## config.mk

```make
export PLATFORM = sky130hd
export DESIGN_NAME = supv_reset_gen
export DESIGN_NICKNAME = d
export VERILOG_FILES = /design/src/rtl/supv_pkg.sv /design/src/rtl/supv_mr_debounce.sv /design/src/rtl/supv_release_timer.sv /design/src/rtl/supv_fault_reg.sv /design/src/rtl/supv_reset_gen.sv
export SDC_FILE = /design/constraint.sdc
export NUM_CORES = 1
export LEC_CHECK = 0
export CAP_MARGIN = 20
export CORE_MARGIN = 2
export CORE_UTILIZATION = 45
export DETAILED_ROUTE_END_ITERATION = 10
export PLACE_DENSITY = 0.69
export SETUP_SLACK_MARGIN = 0.02
export SYNTH_ARGS = -nofsm -noshare
export SYNTH_HDL_FRONTEND = slang
export SYNTH_SLANG_ARGS = --single-unit
```

## constraint.sdc

```tcl
create_clock -name clk -period 2.3 [get_ports clk]
set_input_delay 0.23 -clock clk [delete_from_list [all_inputs] [get_ports clk]]
set_output_delay 0.23 -clock clk [all_outputs]
set_load 0.05 [all_outputs]
```

## src/rtl/supv_pkg.sv

```systemverilog
package supv_pkg;

    localparam int FR_W        = 8;
    localparam int FR_MAIN_BIT = 7;
    localparam int FR_R2_BIT   = 6;
    localparam int FR_R3_BIT   = 5;
    localparam int FR_WD_BIT   = 4;
    localparam int FR_MR_BIT   = 3;
    localparam logic [FR_W-1:0] FR_MASK = 8'hF8;

    typedef struct packed {
        logic main_low;
        logic r2_low;
        logic r3_low;
        logic wd_exp;
        logic mr_act;
    } fault_src_t;

    function automatic int unsigned dly_pick(
        input logic [1:0]  sel,
        input int unsigned d0,
        input int unsigned d1,
        input int unsigned d2,
        input int unsigned d3
    );
        case (sel)
            2'b00:   return d0;
            2'b01:   return d1;
            2'b10:   return d2;
            default: return d3;
        endcase
    endfunction

    function automatic int unsigned max4(
        input int unsigned a,
        input int unsigned b,
        input int unsigned c,
        input int unsigned d
    );
        int unsigned m;
        m = a;
        if (b > m) m = b;
        if (c > m) m = c;
        if (d > m) m = d;
        return m;
    endfunction

endpackage

```

## src/rtl/supv_mr_debounce.sv

```systemverilog
module supv_mr_debounce #(
    parameter int DEB_CYCLES = 625
) (
    input  logic clk,
    input  logic rst,
    input  logic pin_n_i,
    output logic active_o
);
    localparam int CW = $clog2(DEB_CYCLES + 1);

    logic [1:0]    sync_q;
    logic          level_q;
    logic [CW-1:0] cnt_q;

    always_ff @(posedge clk) begin
        if (rst) begin
            sync_q  <= 2'b11;
            level_q <= 1'b1;
            cnt_q   <= '0;
        end else begin
            sync_q <= {sync_q[0], pin_n_i};
            if (sync_q[1] != level_q) begin
                if (cnt_q == CW'(DEB_CYCLES - 1)) begin
                    level_q <= sync_q[1];
                    cnt_q   <= '0;
                end else begin
                    cnt_q <= cnt_q + 1'b1;
                end
            end else begin
                cnt_q <= '0;
            end
        end
    end

    assign active_o = ~level_q;
endmodule

```

## src/rtl/supv_release_timer.sv

```systemverilog
module supv_release_timer
    import supv_pkg::*;
#(
    parameter int unsigned DLY0 = 50,
    parameter int unsigned DLY1 = 200,
    parameter int unsigned DLY2 = 400,
    parameter int unsigned DLY3 = 800
) (
    input  logic       clk,
    input  logic       rst,
    input  logic       hold_i,
    input  logic       tick_i,
    input  logic [1:0] sel_i,
    output logic       rst_o
);
    localparam int unsigned DMAX = max4(DLY0, DLY1, DLY2, DLY3);
    localparam int CW = $clog2(DMAX + 1);

    logic [CW-1:0] cnt_q;
    logic          act_q;
    logic [CW-1:0] last;

    assign last = CW'(dly_pick(sel_i, DLY0, DLY1, DLY2, DLY3) - 1);

    always_ff @(posedge clk) begin
        if (rst || hold_i) begin
            cnt_q <= '0;
            act_q <= 1'b1;
        end else if (act_q && tick_i) begin
            if (cnt_q >= last) begin
                cnt_q <= '0;
                act_q <= 1'b0;
            end else begin
                cnt_q <= cnt_q + 1'b1;
            end
        end
    end

    assign rst_o = act_q | hold_i;
endmodule

```

## src/rtl/supv_fault_reg.sv

```systemverilog
module supv_fault_reg
    import supv_pkg::*;
(
    input  logic            clk,
    input  logic            rst,
    input  fault_src_t      src_i,
    input  logic            we_i,
    input  logic [FR_W-1:0] wdata_i,
    output logic [FR_W-1:0] q_o
);
    logic [FR_W-1:0] q_r;
    logic [FR_W-1:0] nxt;
    logic [FR_W-1:0] clr;

    always_comb begin
        clr = '0;
        clr[FR_MAIN_BIT] = src_i.main_low;
        clr[FR_R2_BIT]   = src_i.r2_low;
        clr[FR_R3_BIT]   = src_i.r3_low;
        clr[FR_WD_BIT]   = src_i.wd_exp;
        clr[FR_MR_BIT]   = src_i.mr_act;
        nxt = we_i ? (wdata_i & FR_MASK) : q_r;
        nxt = nxt & ~clr;
    end

    always_ff @(posedge clk) begin
        if (rst) q_r <= '0;
        else     q_r <= nxt;
    end

    assign q_o = q_r;
endmodule

```

## src/rtl/supv_reset_gen.sv

```systemverilog
module supv_reset_gen
    import supv_pkg::*;
#(
    parameter int unsigned DLY0       = 50,
    parameter int unsigned DLY1       = 200,
    parameter int unsigned DLY2       = 400,
    parameter int unsigned DLY3       = 800,
    parameter int          DEB_CYCLES = 625
) (
    input  logic       clk,
    input  logic       rst,
    input  logic       main_ok_i,
    input  logic       rail2_ok_i,
    input  logic       rail3_ok_i,
    input  logic       mr_n_i,
    input  logic       wdog_exp_i,
    input  logic       ms_tick_i,
    input  logic [1:0] dly_sel_i,
    input  logic       fr_we_i,
    input  logic [7:0] fr_wdata_i,
    output logic       sys_rst_o,
    output logic       sys_rst_n_o,
    output logic       early_low_n_o,
    output logic       rail2_fail_n_o,
    output logic       rail3_fail_n_o,
    output logic [7:0] fault_reg_o
);
    logic       mr_act;
    logic       hold;
    logic       rst_int;
    fault_src_t src;

    supv_mr_debounce #(.DEB_CYCLES(DEB_CYCLES)) u_deb (
        .clk      (clk),
        .rst      (rst),
        .pin_n_i  (mr_n_i),
        .active_o (mr_act)
    );

    assign hold = ~main_ok_i | mr_act;

    supv_release_timer #(
        .DLY0(DLY0), .DLY1(DLY1), .DLY2(DLY2), .DLY3(DLY3)
    ) u_tmr (
        .clk    (clk),
        .rst    (rst),
        .hold_i (hold),
        .tick_i (ms_tick_i),
        .sel_i  (dly_sel_i),
        .rst_o  (rst_int)
    );

    always_comb begin
        src.main_low = ~main_ok_i;
        src.r2_low   = ~rail2_ok_i;
        src.r3_low   = ~rail3_ok_i;
        src.wd_exp   = wdog_exp_i;
        src.mr_act   = mr_act;
    end

    supv_fault_reg u_fr (
        .clk     (clk),
        .rst     (rst),
        .src_i   (src),
        .we_i    (fr_we_i),
        .wdata_i (fr_wdata_i),
        .q_o     (fault_reg_o)
    );

    assign sys_rst_o      = rst_int;
    assign sys_rst_n_o    = ~rst_int;
    assign early_low_n_o  = main_ok_i;
    assign rail2_fail_n_o = rail2_ok_i;
    assign rail3_fail_n_o = rail3_ok_i;
endmodule

```

# ---- After elaboration in Yosys (flattened, before gate mapping)
# Index checks and enable logic that the tools add are counted.
dict set report op_classes {
  n_addsub 3
  n_reduce_logical 6
  muxes 3
  eq_ne 4
  bitwise_logic 10
  n_lt_le_gt_ge 1
}
# op n
set op_table {}
lappend op_table {{one-hot mux 10 bit (3 select lines)} 1}
lappend op_table {{adder 10 x 1 -> 10 bit (second input constant)} 2}
lappend op_table {{== test 10 bit (second input constant)} 1}
lappend op_table {{>= comparator 10 bit} 1}
lappend op_table {{2-to-1 mux 10 bit} 1}
lappend op_table {{subtractor 10 x 1 -> 10 bit (second input constant)} 1}
lappend op_table {{AND 8 bit} 1}
lappend op_table {{2-to-1 mux 8 bit} 1}
lappend op_table {{NOT 8 bit} 1}
lappend op_table {{NOT 1 bit} 6}
lappend op_table {{AND reduction 2 bit} 2}
lappend op_table {{OR reduction 3 bit} 1}
lappend op_table {{== test 2 x 1 -> 1 bit (second input constant)} 1}
lappend op_table {{== test 2 bit (second input constant)} 1}
lappend op_table {{logical NOT 2 bit} 1}
lappend op_table {{bitwise OR 1 bit} 2}
lappend op_table {{logical AND 1 bit} 1}
lappend op_table {{logical OR 1 bit} 1}
lappend op_table {{!= test 1 bit} 1}
dict set report word_totals {
  output_inout_bits 13
  register_bits 32
}

# ---- Depth between registers and ports, before layout
# Gate-level depths: netlist of run 1.
dict set report logic_depth {
  word_depth 5
  mapped_depth 9
  ltp_nobuf 9
}

# ---- Modules after synthesis
# A second synthesis of run 1 with hierarchy kept.
dict set report hier_totals {
  cells_unflattened 189
  hier_area_um2 1709.1
}
# module n_inst area_each_um2 seq_area_each_um2 cells_each
set by_module_without_submodules {}
lappend by_module_without_submodules {supv_release_timer 1 849.6 220.2 99}
lappend by_module_without_submodules {supv_mr_debounce 1 603.1 260.2 62}
lappend by_module_without_submodules {supv_fault_reg 1 212.7 100.1 20}
lappend by_module_without_submodules {supv_reset_gen 1 43.8 0.0 8}

# ---- Worst setup path before layout of run 1
# Ideal clock, no wire load.
dict set report synth_path {
  path_type {in2reg}
  start {in dly_sel_i[0]}
  end {reg u_tmr.cnt_q[4]}
  setup_slack_ns 0.438
  path_stages 9
  arrival_time_ns 1.737
  required_time_ns 2.175
  path_cell_list {inv_1 -> ha_1 -> xor2_1 -> ha_1 -> nand4_1 -> a21boi_0 -> o21ai_1 -> a31oi_2 -> nor2_1}
}
dict set report synth_via {
  elab_chain_len 5
  word_cells_on_any_way 7
  classes_between {add/sub (1); order compare (1); eq/ne (2); mux (2); reduce/logical (1)}
}
# item line_no
set synth_lines {}
lappend synth_lines {{start, declared} supv_reset_gen.sv:18} ;# input logic [1:0] dly_sel_i,
lappend synth_lines {{== test 2 bit, or another cell as far along} supv_pkg.sv:26} ;# case (sel)
lappend synth_lines {{one-hot mux 10 bit (3 select lines) (*)} supv_pkg.sv:26}
lappend synth_lines {{subtractor 10 x 1 -> 10 bit (*)} supv_release_timer.sv:23} ;# assign last = CW'(dly_pick(sel_i, DLY0, DLY1, DLY2, DLY3) - 1);
lappend synth_lines {{>= comparator 10 bit (*)} supv_release_timer.sv:30} ;# if (cnt_q >= last) begin
lappend synth_lines {{2-to-1 mux 10 bit (*)} supv_release_timer.sv:30}
lappend synth_lines {{end signal, assigned} supv_release_timer.sv:34} ;# cnt_q <= cnt_q + 1'b1;
lappend synth_lines {{end, declared} supv_release_timer.sv:19} ;# logic [CW-1:0] cnt_q;
# Mark *: on every way between the ends. The rest lies on a longest branch, timed or not.
# A chain may end at the register's enable or synchronous reset.

# ---- Worst setup path in the final report of run 1
dict set report layout_path {
  start {in dly_sel_i[1]}
  end {reg u_tmr.cnt_q[5]}
}
# The elaborated chain is that of the path after synthesis.

==> results of run 1 <==
[Yosys cell counts (3+ instances only)]
master | n | area [sq um]
buf_4 | 6 | 45.0
nor3_1 | 4 | 20.0
ha_1 | 17 | 213
a21boi_0 | 3 | 22.5
inv_1 | 13 | 48.8
dfxtp_1 | 29 | 581
nand4_1 | 6 | 37.5
nand2_1 | 11 | 41.3
or2_2 | 3 | 18.8
a21oi_1 | 6 | 30.0
xor2_1 | 8 | 70.1
xnor2_1 | 8 | 70.1
nor2_1 | 25 | 93.8
nor3b_1 | 5 | 37.5
mux2i_1 | 5 | 50.1
nand3_1 | 12 | 60.1
[registers in the layout, summed over array words and instances (netlist names)]
| name | count |
|---|---|
| u_deb.level_q | 1 |
| u_deb.cnt_q | 10 |
| u_fr.q_o | 5 |
| u_tmr.act_q | 1 |
| u_deb.sync_q | 2 |
| u_tmr.cnt_q | 10 |
[metal layers]
layer	GRT usage (%)	share of wire, %
met3	4.93	6.3
met1	18.8	43
met5	0	0
met4	7.71	2.6
met2	25.3	48
[critical path, delay by kind of cell]
family	cells	cell delay [ns]
simple gates	3	0.33
fa+ha+maj	2	0.52
compound gates	2	0.35
buf+inv	3	0.80
xor+xnor	1	0.18
[cell usage in the layout (no fill, tap or decap), drive strengths merged, types with 6 or more instances in the layout]
| master | count |
|---|---|
| nand4 | 6 |
| ha | 17 |
| a21oi | 6 |
| nor2 | 25 |
| buf | 9 |
| inv | 13 |
| nand2 | 11 |
| dfxtp | 29 |
| xor2 | 8 |
| nand3 | 12 |
| xnor2 | 8 |
| clkdlybuf4s50 | 24 |
[worst min-delay path by stage]
| stage | end | cells after the start |
|---|---|---|
| after floorplan | u_fr.q_o[4] | 1 |
| after global placement | u_deb.sync_q[1] | 1 |
| after detailed placement | u_deb.sync_q[1] | 1 |
| after CTS | u_deb.sync_q[1] | 1 |
| after global routing | u_fr.q_o[4] | 2 |
| final | u_deb.sync_q[1] | 1 |
[what timing repair did]
action,4_1_cts,5_1_grt
setup endpoints to repair,6,11
pin swaps,0,1
hold endpoints to repair,0,0
gates resized for setup,2,2
setup buffers,0,1
[kinds of logic after synthesis]
group	count (synthesis)	synth area share, %
fa+ha+maj	17	13.1
simple gates	77	24.0
compound gates	17	8.39
xor+xnor	16	8.62
mux	5	3.08
buf+inv	23	6.85
flops	29	35.7
other cells	1	0.231
[power by group through the flow]
| stage | clock network [mW] | logic [mW] | registers, mW |
|---|---|---|---|
| 5_1_grt | 0.417 | 0.154 | 0.514 |
| 2_1_floorplan | 0 | 0.0784 | 0.535 |
| 6_report | 0.387 | 0.143 | 0.512 |
| 4_1_cts | 0.399 | 0.144 | 0.513 |
| 3_3_place_gp | 0 | 0.137 | 0.524 |
| 3_5_place_dp | 0 | 0.142 | 0.524 |
[final cells by class]
type / count / area share, %
Clock inverter: 2 / 1.73
Timing Repair Buffer: 33 / 15.2
Tap cell: 46 / 2.85
Inverter: 13 / 2.41
Clock buffer: 5 / 1.86
Multi-Input combinational cell: 135 / 47.2
Sequential cell: 29 / 28.7
[through the flow]
stage / instance area [sq um] / std cells / utilization (%)
after floorplan: 1630 / 187 / -
after global placement: 1930 / 255 / 56.4
after detailed placement: 1930 / 255 / 56.4
after CTS: 2010 / 262 / 58.9
after global routing: 2020 / 263 / 59.2
final: 2020 / 263 / 59.2
==> flow_summary.toml, run 1 <==
[yosys]
yosysUniqueCellTypes = 35
syn_inst = 185
synth_ff_type = "dfxtp_1"
yosysWarningCount = 0
synth_edf_count = 0
synth_seq_cells = 29
ys_seq_area_share_pct = 35.7
syn_area_sq_um = 1630
async_reset_ff_share_pct = 0
syn_area_per_cell_sq_um = 8.79

[die]
ioPinCount = 32
initial_core_util_pct = 47.6
die_h_um = 64.1
core_area_sq_um = 3420
core.rowCount = 21
dieArea_sq_um = 4110
die_w_um = 64.1

[critical_path]
max_stage_delay_ns = 0.50
start_kind = "primary input"
end_kind = "register"
cp_max_fo = 7
r2r_end = "u_deb.cnt_q[9]"
path_cells = "clkdlybuf4s50_1 > inv_1 > ha_1 > xor2_1 > ha_1 > nand3_1 > nor2_1 > a311oi_4 > buf_4 > a31oi_4 > nor2_1"
rrSetupSlack_ns = 0.54
ff2ff_path_depth = 7
regToRegStartpoint = "u_deb.cnt_q[0]"
crit_slowest_cell = "clkdlybuf4s50_1"
worstPathArrival_ns = 2.41
cp.required_ns = 2.50
crit_path_start = "dly_sel_i[1]"
endpoint = "u_tmr.cnt_q[5]"
path_class = "in2reg"

[timing]
final-hold-violation-count = 0
slew_headroom_pct = 66.2
fin_skew_ns = 0.00794
hold_slack_ns = 0.417
fin_crit_ns = 2.21
fin_crit_sh_pct = 96.0
clock.fmax_mhz = 453
tns_ns = 0
finalWorstSetupSlack_ns = 0.0909
worstMarginPinSlew_ns = 0.505
drv_slew = 0
grt_setup_unrepaired = "no"
setup_viol = 0

[pwr]
seq_power_share_pct = 49.2
power_frac_comb_pct = 13.7
cellLeakagePower_nw = 0.803
p_total_mw = 1.04
p_int_mw = 0.794
pwr-share-clk_pct = 37.1
power.density_nw_per_um2 = 516
vdd_drop_max_uv = 371
p_sw_mw = 0.248
p_sw_share_pct = 23.8

[place]
place_congestion = 0.726
io_buffers = 25
dp_slack_ns = -0.371
hpwl_um = 2360

[clock_network]
cts.htree.levels = 2
clockBufferDepth = 2
clk_pin_slew_ns = 0.09
cts-root-buf = "clkbuf_4"
cts_sinks = 29
hold_buffers = 0
cts_made_buffers = 5
cts_tree = "yes"
worstSkewPairLatency_ns = 0.32

[routing]
firstDrtPassIters = 4
viasPerCell = 5.02
remaining_drc_errors = 0
final_antenna_net_count = 0
num_vias = 1319
wirelength_um = 2950
drt_iter0_markers = 25
wl_per_cell_um = 11.2

[layout]
diodes = 0
final_net_count = 253
drive_gt1_share_pct = 11.5
fill_cells = 314
area_growth_syn_to_layout_pct = 24.3
multi_input_area_sq_um = 953
ff_latch_area_sq_um = 581

[job]
drv_cap = 0

[grt]
grt_max_degree = 12
grt_usage_pct = 15.7
grt-ovfl-total = 0
antenna_found_initial = 0
grt_pass1_wl_um = 5080
grt_pass1_vias = 1251

[run_status]
status = "completed"

[worst_hold_path]
worstHoldStart = "u_deb.sync_q[0]"
hold_class = "reg2reg"
Note: power is estimated with default switching activity, not from simulation.
==> inputs of run 2 (changes only) <==
--- a/config.mk
+++ b/config.mk
@@ -7,9 +7,11 @@
 export LEC_CHECK = 0
 export CAP_MARGIN = 20
 export CORE_MARGIN = 2
-export CORE_UTILIZATION = 45
+export CORE_UTILIZATION = 38
+export CTS_CLUSTER_SIZE = 8
 export DETAILED_ROUTE_END_ITERATION = 10
-export PLACE_DENSITY = 0.69
+export PLACE_DENSITY = 0.6
+export REMOVE_ABC_BUFFERS = 1
 export SETUP_SLACK_MARGIN = 0.02
 export SYNTH_ARGS = -nofsm -noshare
 export SYNTH_HDL_FRONTEND = slang
==> run 2 against run 1 <==
Against the previous run: combinational power about the same; critical path depth decreased by 1; final cell count rose by 1.9%; sequential share of layout area decreased by 0.95 points; worst setup slack improved by 0.035 ns; clock skew about the same; global-route usage decreased by 1.4 points; critical path type unchanged.
==> flow_summary.toml, run 2 (synthesis gave the netlist of run 1 again) <==
[critical_path]
end_kind = "register"
path_cells = "clkdlybuf4s50_1 > inv_2 > ha_2 > inv_1 > ha_1 > and4_2 > a311oi_4 > buf_6 > nand4_1 > a21oi_2"
worstPathArrival_ns = 2.39
endpoint = "u_tmr.cnt_q[1]"
max_stage_delay_ns = 0.52
path_buf_inv = 4
crit_family = "buffers and inverters"
cp_num_cells = 10
start_kind = "primary input"
crit_slowest_cell = "clkdlybuf4s50_1"
ff2ff_path_depth = 7
crit_path_start = "dly_sel_i[1]"
r2r_end = "u_deb.cnt_q[2]"
cp_max_fo = 7
path_class = "in2reg"
regToRegStartpoint = "u_deb.cnt_q[0]"
rrSetupSlack_ns = 0.55
cp.required_ns = 2.52

[pwr]
p_sw_mw = 0.286
power.density_nw_per_um2 = 580
power_frac_comb_pct = 11.9
p_sw_share_pct = 23.6
cellLeakagePower_nw = 0.827
p_total_mw = 1.21
p_int_mw = 0.926
vdd_drop_max_uv = 433
pwr-share-clk_pct = 45.7
seq_power_share_pct = 42.4

[die]
core_area_sq_um = 4060
core.rowCount = 23
dieArea_sq_um = 4820
die_w_um = 69.4
die_h_um = 69.4
initial_core_util_pct = 40.1
ioPinCount = 32

[clock_network]
cts_sinks = 29
worstSkewPairLatency_ns = 0.28
cts_made_buffers = 5
clk_pin_slew_ns = 0.06
clockBufferDepth = 2
cts.htree.levels = 2
cts_tree = "yes"
cts-root-buf = "clkbuf_8"
hold_buffers = 0

[layout]
final_net_count = 253
final_common_cell = "dfxtp_1"
final_cell_mix = "29 x dfxtp_1, 24 x nor2_1, 23 x clkdlybuf4s50_1, 16 x ha_1"
fill_cells = 353
area_growth_syn_to_layout_pct = 28.6
diodes = 0
drive_gt1_share_pct = 14.2

[grt]
antenna_found_initial = 0
grt_pass1_wl_um = 5680
grt_max_degree = 12
grt_usage_pct = 14.2
grt-ovfl-total = 0
grt_pass1_vias = 1388

[routing]
wirelength_um = 3160
met2_length_um = 1490
viasPerCell = 4.97
num_vias = 1333
remaining_drc_errors = 0
drt-met1-wl_um = 1450
wl_per_cell_um = 11.8
routed.top_layer = "met4"
final_antenna_net_count = 0
firstDrtPassIters = 5
wl_met3_um = 170
drt_iter0_markers = 40

[timing]
final-hold-violation-count = 0
clock.fmax_mhz = 460
setup_viol = 0
fin_crit_sh_pct = 94.5
fin_skew_ns = 0.00815
grt_setup_unrepaired = "no"
fin_crit_ns = 2.17
drv_slew = 0
slew_headroom_pct = 66.0
worstMarginPinSlew_ns = 0.508
hold_slack_ns = 0.412

[run_status]
status = "completed"

[worst_hold_path]
hold_class = "reg2reg"

[place]
io_buffers = 25
place_congestion = 0.710
hpwl_um = 2340

[job]
drv_cap = 0
run 2: layer usage:
layer	vias up	global-route usage (%)
met4	0	6.75
met3	5	4.07
met2	44	23.9
met5	-	0
met1	606	16.6
li1	678	-
run 2: power groups by stage:
stage	clock network (mW)	logic [mW]	registers [mW]
detailed placement	0	0.141	0.525
global route	0.591	0.157	0.514
finish	0.554	0.144	0.513
global placement	0	0.138	0.524
CTS	0.564	0.143	0.513
floorplan	0	0.0562	0.535
run 2: stage by stage:
step                      TNS (ns)  cell area [sq um]  std cells  worst slack (ns)  utilization, %
final                            0               2090        268             0.126            51.5
after global routing             0               2090        268           0.00920            51.5
after CTS                        0               2070        268            0.0598            51.1
after detailed placement     -2.95               1930        259            -0.309            47.6
after global placement       -2.13               1930        259            -0.228            47.6
after floorplan                  0               1570        177             0.433               -
run 2: worst min-delay path by stage:
stage / startpoint / endpoint / slack [ns] / cells after the start
final: u_deb.sync_q[0] / u_deb.sync_q[1] / 0.41 / 1
after global routing: u_deb.sync_q[0] / u_deb.sync_q[1] / 0.45 / 1
after CTS: u_deb.sync_q[0] / u_deb.sync_q[1] / 0.42 / 1
after detailed placement: u_deb.sync_q[0] / u_deb.sync_q[1] / 0.40 / 1
after global placement: u_deb.sync_q[0] / u_deb.sync_q[1] / 0.39 / 1
after floorplan: rst / u_fr.q_o[3] / 0.31 / 1
run 2: repair_timing:
| action | in CTS | in global routing |
|---|---|---|
| pin swaps | 1 | 3 |
| resized for setup | 2 | 9 |
| endpoints found under the setup margin | 6 | 11 |
| hold endpoints to repair | 0 | 0 |
| setup buffers | 1 | 0 |
run 2: area by class of cell:
type	instances	area, sq um	area share, %
multi-input cells	135	963	46.1
flip-flops and latches	29	581	27.8
repair buffers	33	314	15.0
clock buffers	6	82.6	3.95
well taps	50	62.6	2.99
inverters	13	48.8	2.34
clock inverters	2	37.5	1.80
==> inputs of run 3 (changes only) <==
==> constraint.sdc (replaced) <==
create_clock -name clk -period 2.3 [get_ports clk]
set_input_delay 0.23 -clock clk [delete_from_list [all_inputs] [get_ports clk]]
set_output_delay 0.23 -clock clk [all_outputs]
set_load 0.02 [all_outputs]
==> run 3 against run 2 <==
Against the previous run: die area unchanged; combinational power down 14%; maximum frequency about the same; clock-buffer cell count unchanged; final cell count unchanged; non-clock buffer count unchanged; critical endpoint unchanged; largest power group unchanged; highest routed layer unchanged.
==> flow_summary.toml, run 3 (synthesis gave the netlist of run 1 again) <==
[run_status]
status = "completed"

[layout]
final_common_cell = "dfxtp_1"
fill_cells = 352
area_growth_syn_to_layout_pct = 28.6
final_cell_mix = "29 x dfxtp_1, 24 x clkdlybuf4s50_1, 23 x nor2_1, 16 x ha_1, 12 x nand3_1"
final_net_count = 253
ff_latch_area_sq_um = 581
fin_cells = 268
postLayoutCoreUtil_pct = 51.5
drive_gt1_share_pct = 14.2
multi_input_area_sq_um = 962
diodes = 0

[critical_path]
cp.required_ns = 2.50
start_kind = "primary input"
rrSetupSlack_ns = 0.53
path_class = "in2reg"
worstPathArrival_ns = 2.38
cp_max_fo = 7
end_kind = "register"

[die]
core_area_sq_um = 4060
ioPinCount = 32
initial_core_util_pct = 40.1
die_w_um = 69.4
die_h_um = 69.4
dieArea_sq_um = 4820
core.rowCount = 23

[pwr]
p_total_mw = 1.18
p_sw_mw = 0.257
p_int_mw = 0.926
seq_power_share_pct = 43.4
power.density_nw_per_um2 = 566
pwr-share-clk_pct = 46.1
cellLeakagePower_nw = 0.822
p_sw_share_pct = 21.7
power_frac_comb_pct = 10.4
vdd_drop_max_uv = 340

[grt]
grt_usage_pct = 13.6
grt_max_degree = 12
antenna_found_initial = 0
grt_pass1_vias = 1344
grt_pass1_wl_um = 5520
grt-ovfl-total = 0

[clock_network]
hold_buffers = 0
cts.htree.levels = 2
cts_tree = "yes"
cts-root-buf = "clkbuf_8"
cts_sinks = 29
cts_made_buffers = 5
clockBufferDepth = 2
clk_pin_slew_ns = 0.06
worstSkewPairLatency_ns = 0.27

[worst_hold_path]
hold_class = "reg2reg"

[routing]
num_vias = 1329
firstDrtPassIters = 4
remaining_drc_errors = 0
viasPerCell = 4.96
drt_iter0_markers = 43
final_antenna_net_count = 0
wl_per_cell_um = 11.8
wirelength_um = 3160

[timing]
setup_viol = 0
drv_slew = 0
clock.fmax_mhz = 460
fin_skew_ns = 0.00446
final-hold-violation-count = 0
fin_crit_sh_pct = 94.5
fin_crit_ns = 2.17
grt_setup_unrepaired = "no"

[job]
drv_cap = 0

[place]
place_congestion = 0.708
io_buffers = 25
place_inst = 259
hpwl_um = 2430
[run 3: cell count changes in the layout (fill, tap and decap cells not counted), sizes merged]
cell	previous run	this run
buf	9	8
clkdlybuf4s50	23	24
[run 3: stage by stage]
stage	TNS, ns	hold slack, ns	instance area (sq um)	worst slack [ns]
final	0	0.408	2090	0.127
after global routing	0	0.431	2090	0.0131
after CTS	0	0.415	2080	0.0728
after detailed placement	-3.18	0.398	1940	-0.337
after global placement	-2.13	0.394	1940	-0.227
after floorplan	0	0.306	1570	0.433
[run 3: what timing repair did]
action / CTS / global route
gates resized for setup: 2 / 10
endpoints found under the setup margin: 8 / 11
pin swaps: 2 / 5
buffers inserted: 1 / 0
[run 3: final timing paths]
check,startpoint,to,cells after the start
max,dly_sel_i[0],u_tmr.cnt_q[1],10
min,u_deb.sync_q[0],u_deb.sync_q[1],1
max reg2reg,u_deb.cnt_q[0],u_deb.cnt_q[9],7
min reg2reg,u_deb.sync_q[0],u_deb.sync_q[1],1
[run 3: power groups by stage]
stage / Clock [mW] / Combinational (mW) / Sequential [mW]
2_1_floorplan: 0 / 0.0498 / 0.528
3_3_place_gp: 0 / 0.118 / 0.524
3_5_place_dp: 0 / 0.121 / 0.525
4_1_cts: 0.560 / 0.123 / 0.513
5_1_grt: 0.577 / 0.137 / 0.514
6_report: 0.545 / 0.124 / 0.514
[run 3: critical path, stage by stage]
cell and delay (ns):
clkdlybuf4s50_1 0.53, inv_2 0.07, ha_2 0.32, inv_1 0.04, ha_1 0.27, and4_2 0.27, a311oi_4 0.22, buf_6 0.17
nand4_1 0.10, a21oi_1 0.16
[run 3: layout make-up]
| class | instances | share of cell area, % |
|---|---|---|
| multi-input cells | 135 | 46.0 |
| flip-flops and latches | 29 | 27.8 |
| repair buffers | 33 | 15.1 |
| clock buffers | 6 | 3.95 |
| well taps | 50 | 2.99 |
| inverters | 13 | 2.33 |
| clock inverters | 2 | 1.80 |
[run 3: metal layers]
metal / track usage, % / vias to the layer above / routed length, um
met5: 0 / - / 0
met4: 5.45 / 0 / 46
met3: 3.49 / 5 / 158
met2: 23.6 / 38 / 1480
met1: 15.9 / 606 / 1470
li1: - / 680 / -
